<file path="config.mk">
export PLATFORM = sky130hd
export DESIGN_NAME = acc_cpu_top
export DESIGN_NICKNAME = d
export VERILOG_FILES = /design/src/rtl/acc_cpu_pkg.sv /design/src/rtl/acc_decode.sv /design/src/rtl/acc_seq.sv /design/src/rtl/acc_datapath.sv /design/src/rtl/acc_cpu_top.sv
export SDC_FILE = /design/constraint.sdc
export NUM_CORES = 1
export LEC_CHECK = 0
export CORE_ASPECT_RATIO = 1.75
export CORE_MARGIN = 10
export CORE_UTILIZATION = 54
export DETAILED_ROUTE_END_ITERATION = 8
export PLACE_DENSITY_LB_ADDON = 0.1
export SKIP_CTS_REPAIR_TIMING = 1
export SYNTH_ARGS = -nofsm -noshare
export SYNTH_HDL_FRONTEND = slang
export SYNTH_HIERARCHICAL = 1
export SYNTH_SLANG_ARGS = --single-unit
</file>
<file path="constraint.sdc">
create_clock -name clk -period 4.6 [get_ports clk]
set_clock_uncertainty 0.1 [all_clocks]
set_input_delay 0.46 -clock clk [delete_from_list [all_inputs] [get_ports clk]]
set_output_delay 0.46 -clock clk [all_outputs]
set_load 0.01 [all_outputs]
</file>
<file path="src/rtl/acc_cpu_pkg.sv">
package acc_cpu_pkg;

  localparam int OPC_W = 4;

  localparam logic [OPC_W-1:0] OPC_LOAD  = 4'd1;
  localparam logic [OPC_W-1:0] OPC_STORE = 4'd2;
  localparam logic [OPC_W-1:0] OPC_ADD   = 4'd5;

  typedef enum logic [2:0] {
    PH_IDLE,
    PH_FADDR,
    PH_FDATA,
    PH_EXEC,
    PH_OADDR,
    PH_ODATA,
    PH_WRITE,
    PH_HALT
  } phase_e;

  typedef enum logic [1:0] {
    AS_KEEP,
    AS_START,
    AS_OPND,
    AS_PC
  } addr_sel_e;

  typedef enum logic [1:0] {
    AO_NONE,
    AO_LOAD,
    AO_ADD
  } acc_op_e;

  typedef struct packed {
    logic is_load;
    logic is_store;
    logic is_add;
    logic is_bad;
  } dec_t;

endpackage

</file>
<file path="src/rtl/acc_decode.sv">
module acc_decode
  import acc_cpu_pkg::*;
#(
  parameter int DATA_W = 16,
  parameter int ADDR_W = 12
) (
  input  logic [DATA_W-1:0] instr,
  output dec_t              dec,
  output logic [ADDR_W-1:0] opnd_addr
);

  localparam int OPC_LSB = DATA_W - OPC_W;

  logic [OPC_W-1:0] opc;

  assign opc       = instr[DATA_W-1:OPC_LSB];
  assign opnd_addr = instr[ADDR_W-1:0];

  always_comb begin
    dec = '0;
    case (opc)
      OPC_LOAD:  dec.is_load  = 1'b1;
      OPC_STORE: dec.is_store = 1'b1;
      OPC_ADD:   dec.is_add   = 1'b1;
      default:   dec.is_bad   = 1'b1;
    endcase
  end

  // exactly one class is picked for every opcode
  always_comb begin
    a_r3_one_class: assert ($countones(dec) == 1);
  end

endmodule

</file>
<file path="src/rtl/acc_seq.sv">
module acc_seq
  import acc_cpu_pkg::*;
(
  input  logic      clk,
  input  logic      rst,
  input  logic      start,
  input  dec_t      dec,
  output phase_e    phase,
  output logic      halted,
  output addr_sel_e addr_sel,
  output logic      set_we,
  output logic      ir_cap,
  output acc_op_e   acc_op
);

  phase_e phase_nxt;
  logic   halt_set;

  always_comb begin
    phase_nxt = phase;
    addr_sel  = AS_KEEP;
    set_we    = 1'b0;
    ir_cap    = 1'b0;
    acc_op    = AO_NONE;
    halt_set  = 1'b0;
    case (phase)
      PH_IDLE: begin
        if (start) begin
          addr_sel  = AS_START;
          phase_nxt = PH_FADDR;
        end
      end
      PH_FADDR: phase_nxt = PH_FDATA;
      PH_FDATA: begin
        ir_cap    = 1'b1;
        phase_nxt = PH_EXEC;
      end
      PH_EXEC: begin
        if (dec.is_bad) begin
          halt_set  = 1'b1;
          phase_nxt = PH_HALT;
        end else begin
          addr_sel = AS_OPND;
          if (dec.is_store) begin
            set_we    = 1'b1;
            phase_nxt = PH_WRITE;
          end else begin
            phase_nxt = PH_OADDR;
          end
        end
      end
      PH_OADDR: phase_nxt = PH_ODATA;
      PH_ODATA: begin
        acc_op    = dec.is_add ? AO_ADD : AO_LOAD;
        addr_sel  = AS_PC;
        phase_nxt = PH_FADDR;
      end
      PH_WRITE: begin
        addr_sel  = AS_PC;
        phase_nxt = PH_FADDR;
      end
      default: phase_nxt = phase;
    endcase
  end

  always_ff @(posedge clk) begin
    if (rst) begin
      phase  <= PH_IDLE;
      halted <= 1'b0;
    end else begin
      phase <= phase_nxt;
      if (halt_set) halted <= 1'b1;
    end
  end

  // once stopped, the machine stays stopped
  a_r8_halt_sticky: assert property (@(posedge clk) disable iff (rst)
    halted |=> halted);

  // the stop flag and the stop phase agree
  a_r8_halt_phase: assert property (@(posedge clk) disable iff (rst)
    halted |-> phase == PH_HALT);

endmodule

</file>
<file path="src/rtl/acc_datapath.sv">
module acc_datapath
  import acc_cpu_pkg::*;
#(
  parameter int DATA_W = 16,
  parameter int ADDR_W = 12
) (
  input  logic              clk,
  input  logic              rst,
  input  addr_sel_e         addr_sel,
  input  logic              set_we,
  input  logic              ir_cap,
  input  acc_op_e           acc_op,
  input  logic              halted,
  input  logic [ADDR_W-1:0] start_addr,
  input  logic [ADDR_W-1:0] opnd_addr,
  input  logic [DATA_W-1:0] mem_rdata,
  output logic [ADDR_W-1:0] pc,
  output logic [DATA_W-1:0] ir,
  output logic [DATA_W-1:0] acc,
  output logic [ADDR_W-1:0] mem_addr,
  output logic [DATA_W-1:0] mem_wdata,
  output logic              mem_we
);

  always_ff @(posedge clk) begin
    if (rst) begin
      pc        <= '0;
      ir        <= '0;
      acc       <= '0;
      mem_addr  <= '0;
      mem_wdata <= '0;
      mem_we    <= 1'b0;
    end else begin
      mem_we <= set_we;
      if (set_we) mem_wdata <= acc;
      case (addr_sel)
        AS_START: begin
          mem_addr <= start_addr;
          pc       <= start_addr;
        end
        AS_OPND: mem_addr <= opnd_addr;
        AS_PC:   mem_addr <= pc;
        default: ;
      endcase
      if (ir_cap) begin
        ir <= mem_rdata;
        pc <= pc + ADDR_W'(1);
      end
      case (acc_op)
        AO_LOAD: acc <= mem_rdata;
        AO_ADD:  acc <= acc + mem_rdata;
        default: ;
      endcase
    end
  end

  // a write lasts one cycle
  a_r6_we_pulse: assert property (@(posedge clk) disable iff (rst)
    mem_we |=> !mem_we);

  // the written value is the accumulator
  a_r6_wdata_acc: assert property (@(posedge clk) disable iff (rst)
    mem_we |-> mem_wdata == acc);

  // program counter frozen after stop
  a_r8_pc_frozen: assert property (@(posedge clk) disable iff (rst)
    halted |=> $stable(pc));

  // accumulator frozen after stop
  a_r8_acc_frozen: assert property (@(posedge clk) disable iff (rst)
    halted |=> $stable(acc));

endmodule

</file>
<file path="src/rtl/acc_cpu_top.sv">
module acc_cpu_top
  import acc_cpu_pkg::*;
#(
  parameter int DATA_W = 16,
  parameter int ADDR_W = 12
) (
  input  logic              clk,
  input  logic              rst,
  input  logic              start,
  input  logic [ADDR_W-1:0] start_addr,
  output logic [ADDR_W-1:0] mem_addr,
  output logic [DATA_W-1:0] mem_wdata,
  output logic              mem_we,
  input  logic [DATA_W-1:0] mem_rdata,
  output logic              halted,
  output logic [ADDR_W-1:0] pc,
  output logic [DATA_W-1:0] ir,
  output logic [DATA_W-1:0] acc
);

  dec_t              dec;
  logic [ADDR_W-1:0] opnd_addr;
  phase_e            phase;
  addr_sel_e         addr_sel;
  logic              set_we;
  logic              ir_cap;
  acc_op_e           acc_op;

  acc_decode #(.DATA_W(DATA_W), .ADDR_W(ADDR_W)) u_dec (
    .instr     (ir),
    .dec       (dec),
    .opnd_addr (opnd_addr)
  );

  acc_seq u_seq (
    .clk      (clk),
    .rst      (rst),
    .start    (start),
    .dec      (dec),
    .phase    (phase),
    .halted   (halted),
    .addr_sel (addr_sel),
    .set_we   (set_we),
    .ir_cap   (ir_cap),
    .acc_op   (acc_op)
  );

  acc_datapath #(.DATA_W(DATA_W), .ADDR_W(ADDR_W)) u_dp (
    .clk        (clk),
    .rst        (rst),
    .addr_sel   (addr_sel),
    .set_we     (set_we),
    .ir_cap     (ir_cap),
    .acc_op     (acc_op),
    .halted     (halted),
    .start_addr (start_addr),
    .opnd_addr  (opnd_addr),
    .mem_rdata  (mem_rdata),
    .pc         (pc),
    .ir         (ir),
    .acc        (acc),
    .mem_addr   (mem_addr),
    .mem_wdata  (mem_wdata),
    .mem_we     (mem_we)
  );

  // no memory write while stopped
  a_r8_no_write_halted: assert property (@(posedge clk) disable iff (rst)
    halted |-> !mem_we);

  // no memory write while waiting for the first start
  a_r1_idle_quiet: assert property (@(posedge clk) disable iff (rst)
    phase == PH_IDLE |-> !mem_we);

endmodule

</file>
# == After elaboration in Yosys (flattened, before gate mapping) ==
# Index checks and enable logic that the tools add are counted.
# op_classes
multipliers,0
muxes,21
n_eq_ne,15
n_shift,0
magnitude_cmp,0
n_addsub,2
div_mod_pow,0
bitwise,0
n_reduce_logical,8
# op_table
op,count
one-hot mux 12 bit (3 select lines),1
one-hot mux 16 bit (2 select lines),1
two-way mux 12 bit,2
one-hot mux 3 bit (6 select lines),1
adder 16 bit,1
adder 12 x 1 -> 12 bit (second input constant),1
== test 3 bit (second input constant),3
two-way mux 1 bit,9
two-way mux 2 bit,4
== test 2 bit (second input constant),3
== test 3 x 2 -> 1 bit (second input constant),2
two-way mux 3 bit,2
one-hot mux 2 bit (3 select lines),1
nonzero test 6 bit,1
== test 2 x 1 -> 1 bit (second input constant),2
== test 4 x 1 -> 1 bit (second input constant),1
== test 4 x 2 -> 1 bit (second input constant),1
== test 4 x 3 -> 1 bit (second input constant),1
nonzero test 2 bit,2
== test 3 x 1 -> 1 bit (second input constant),1
zero test 3 bit,1
nonzero test 3 bit,1
OR reduction 3 bit,1
inequality test 2 bit (second input constant),1
other kinds (2),2
# word_totals
regBits,77
mem_count,0
ram_bits,0
output_inout_bits,74
romBits,0
input_bits,31
latch_bits,0

# == Longest topological paths before layout ==
# depth
word_depth,7
mapped_depth,11
mapped_depth_nobuf,10

# == Cells and area by module ==
# The synthesis kept the hierarchy.
# modules_own_cells
module,n_inst,cells_per_inst,area_each_um2
acc_datapath,1,409,3967.6
acc_seq,1,32,285.3
acc_decode,1,17,133.9

# == Least setup slack after synthesis ==
# OpenSTA, ideal clock, no wires.
# synth_path
path_kind,flip-flop to flip-flop
start,reg u_dp.ir[12]
end,reg u_dp.mem_addr[2]
period_less_slack_ns,2.647
path_buffers,1
setup_slack_ns,1.953
setup_ns,0.115
stages_incl_launch_ff,8
arrival_ns,2.432
path_cell_list,dfxtp_1 -> nor4b_2 -> o21ba_1 -> nand3b_1 -> a21oi_1 -> buf_2 -> mux4_2 -> and2_1
# synth_via
elab_chain_cells,6
# synth_lines
item,line,rtl
from (decl),acc_datapath.sv:18,"output logic [DATA_W-1:0] ir,"
from (signal assigned),acc_datapath.sv:46,ir <= mem_rdata;
"== test 4 x 1 -> 1 bit, or another cell as far along",acc_decode.sv:21,case (opc)
OR reduction 3 bit (no source line) (*),-,
two-way mux 2 bit (*),acc_seq.sv:39,if (dec.is_bad) begin
one-hot mux 2 bit (3 select lines) (*),acc_seq.sv:26,case (phase)
named net addr_sel[1],acc_cpu_top.sv:24,addr_sel_e addr_sel;
== test 2 bit or == test 2 x 1 -> 1 bit (tied branches),acc_datapath.sv:36,case (addr_sel)
one-hot mux 12 bit (3 select lines) or nonzero test 3 bit (tied branches),-,
to (signal assigned),acc_datapath.sv:38,mem_addr <= start_addr;
to (signal assigned),acc_datapath.sv:41,AS_OPND: mem_addr <= opnd_addr;
to (signal assigned),acc_datapath.sv:42,AS_PC: mem_addr <= pc;
to (decl),acc_datapath.sv:20,"output logic [ADDR_W-1:0] mem_addr,"
# The timed path passes the listed nets; every way through them passes the cells marked *.
# A chain may end at the register's enable or synchronous reset.

# == Final worst setup path ==
# layout_path
start,reg u_dp.ir[12]
end,reg u_dp.pc[1]
# layout_via
elab_chain_cells,6
# layout_lines
item,line,rtl
"== test 4 x 1 -> 1 bit, or another cell as far along",acc_decode.sv:21,
OR reduction 3 bit (no source line) (*),-,
two-way mux 2 bit (*),acc_seq.sv:39,
one-hot mux 2 bit (3 select lines) (*),acc_seq.sv:26,
named net addr_sel[1],acc_cpu_top.sv:24,
== test 2 x 1 -> 1 bit (*),acc_datapath.sv:36,
nonzero test 2 bit (no source line) (*),-,
to (signal assigned),acc_datapath.sv:39,pc <= start_addr;
to (signal assigned),acc_datapath.sv:47,pc <= pc + ADDR_W'(1);
to (decl),acc_datapath.sv:17,"output logic [ADDR_W-1:0] pc,"
# Marked as above.

==> summary.md <==
| Metric | Value |
|---|---|
| Status | `completed` |
| Total grt overflow | `0` |
| Residual DRC | `0` |
| Nets@finish | `590` |
| CTS Buf Count | `9` |
| CTS max path bufs | `2` |
| Synth Warn # | `6` |
| Slew Viols, Final | `0` |
| IO buf count | `104` |
| Final core occ | `71.60%` |
| TritonCTS clock tree | `done` |
| Leak pwr | `2.073 nW` |
| Metal3 WL | `856 um` |
| Antenna Nets Post-Route | `0` |
| Worst-Margin Slew | `1086 ps` |
| Metal-1 WL | `4.559 mm` |
| Setup CP Type | `flop to flop` |
| Antenna cells | `0` |
| Worst Hold Class | `flop to flop` |
| Nature of the critical path endpoint | `flop` |
| Starting Density | `55.40%` |
| Core area | `7909 sq um` |
| # IOs | `105` |
| Share of cells above drive strength 1 | `10.64%` |
| Met2 routed WL | `6.272 mm` |
| First-pass GRT wire length | `19.56 mm` |
| Synthesis-to-layout area growth | `29.24%` |
| Final hold viol count | `0` |
| CP max FO | `23` |
| Die X | `88.10 um` |
| Final instance area | `5663 sq um` |
| Die area | `12260 sq um` |
| Dpl cell area | `5363 sq um` |
| Critical Path AT | `3150 ps` |
| R2R Path Start | `u_dp/ir[12]` |
| Clk_lat worst skew | `330 ps` |
| Via count | `3808` |
| Synthesized cell area | `4382 sq um` |
| Total routed wirelength | `11.97 mm` |
| Cells after Synth | `457` |
| Max layer used | `met4` |
| Tmin final | `3049 ps` |
| Post-DP HPWL | `8.826 mm` |
| Root buf cell | `clkbuf_16` |
| Unrepaired setup endpoints after global routing | `no` |
| Crit. Startpoint | `u_dp/ir[12]` |
| H-tree levels | `3` |
| Final Cycle Share | `66.28%` |
| Relative slew slack | `27.59%` |
| Min-delay src | `u_dp/mem_wdata[6]` |
| Critical Path Source Type | `flop` |
| Clock-pin slew on the worst setup and hold paths | `60 ps` |
| Pwr Density | `325.2 nW/um^2` |
| Gpl congestion | `0.8864` |
| Clk sinks | `77` |
| Initial DRT Pass Iterations | `4` |
| Setup TNS | `0 ps` |
| Site Rows | `43` |
| Largest net degree at the start of global routing | `35` |
| Vias per inst | `5.997` |
| Final setup fails | `0` |
| WL/cell | `18.85 um` |
| Die H | `139.2 um` |
| Max Cap Violations | `0` |
| Max frequency | `328.0 MHz` |
| Initial antenna violation count | `0` |
| 1st-iter DRT viols | `204` |
| Syn nets | `506` |
| Critical Path RT | `4700 ps` |
| Gr usage total | `19.74%` |
| Vias in the first global route | `3935` |
| Mean Syn Cell Area | `9.588 sq um` |
| Maximum vdd drop | `311.4 uV` |
==> cells in the final DEF (no fill, tap or decap), types with 3 or more instances in the layout <==
cell type and instances:
a211o_1 3, a211oi_1 29, a21oi_1 19, a21oi_2 3
a31oi_1 3, and2_1 13, and3_1 5, buf_4 7
clkbuf_16 9, clkdlybuf4s50_1 103, dfxtp_1 77, ha_1 17
inv_1 12, mux2i_1 44, mux4_2 12, nand2_1 16
nand2b_1 3, nand3_1 10, nor2_1 61, nor2b_1 11
nor3b_1 4, o21ai_0 6, o21ai_1 3, xnor2_1 9
xor2_1 11
==> critical path: stages, from the launching register on <==
cell,delay (ps)
dfxtp_1,340
nor4b_2,390
o21ba_1,270
nand3b_1,210
a21oi_2,840
nor2b_1,90
buf_4,250
mux2i_1,180
nor2_1,60
a21oi_1,120
nor2_1,50
==> final timing paths <==
path / to / slack (ps) / depth (start not counted)
max: u_dp/pc[1] / 1550 / 10
min reg2reg: u_dp/mem_wdata[6] / 390 / 2
min: u_dp/mem_wdata[6] / 390 / 2
max reg2reg: u_dp/pc[1] / 1550 / 10
==> per-layer routing <==
| layer | vias to the layer above | GRT usage [%] |
|---|---|---|
| li1 | 1812 | - |
| met1 | 1843 | 21.38 |
| met2 | 125 | 33.46 |
| met3 | 28 | 6.118 |
| met4 | 0 | 9.129 |
| met5 | - | 0 |
==> final cells by class <==
class	instances	area (sq um)
Tap cell	90	112.6
Clock buffer	11	252.7
Multi-Input combinational cell	330	2575
Inverter	12	45.04
Timing Repair Buffer	111	1089
Clock inverter	4	47.55
Fill cell	617	2246
Sequential cell	77	1541
==> through the flow <==
stage               std cells  setup slack, ps   power, W  hold slack [ps]
finish                    635             1551   0.001842            392.9
CTS                       635             1495   0.001856            399.7
floorplan                 457             1953  0.0009889            410.6
global placement          620             1476   0.001125            374.4
global route              635             1277   0.001920            419.0
detailed placement        620             1427   0.001139            384.1
==> sequential cells by signal, indices dropped and copies added, names as in the netlist <==
signal          cells
u_seq/phase         3
u_dp/acc           16
u_dp/pc            12
u_dp/ir            16
u_dp/mem_we         1
u_seq/halted        1
u_dp/mem_addr      12
u_dp/mem_wdata     16
==> where the power goes <==
part / internal, W / switching (W) / total (W)
logic: 0.000199 / 0.000167 / 0.000366
registers: 0.000709 / 0.0000482 / 0.000757
clock network: 0.000445 / 0.000273 / 0.000718
total: 0.00135 / 0.000489 / 0.00184
(Power assumes the default switching activity.)
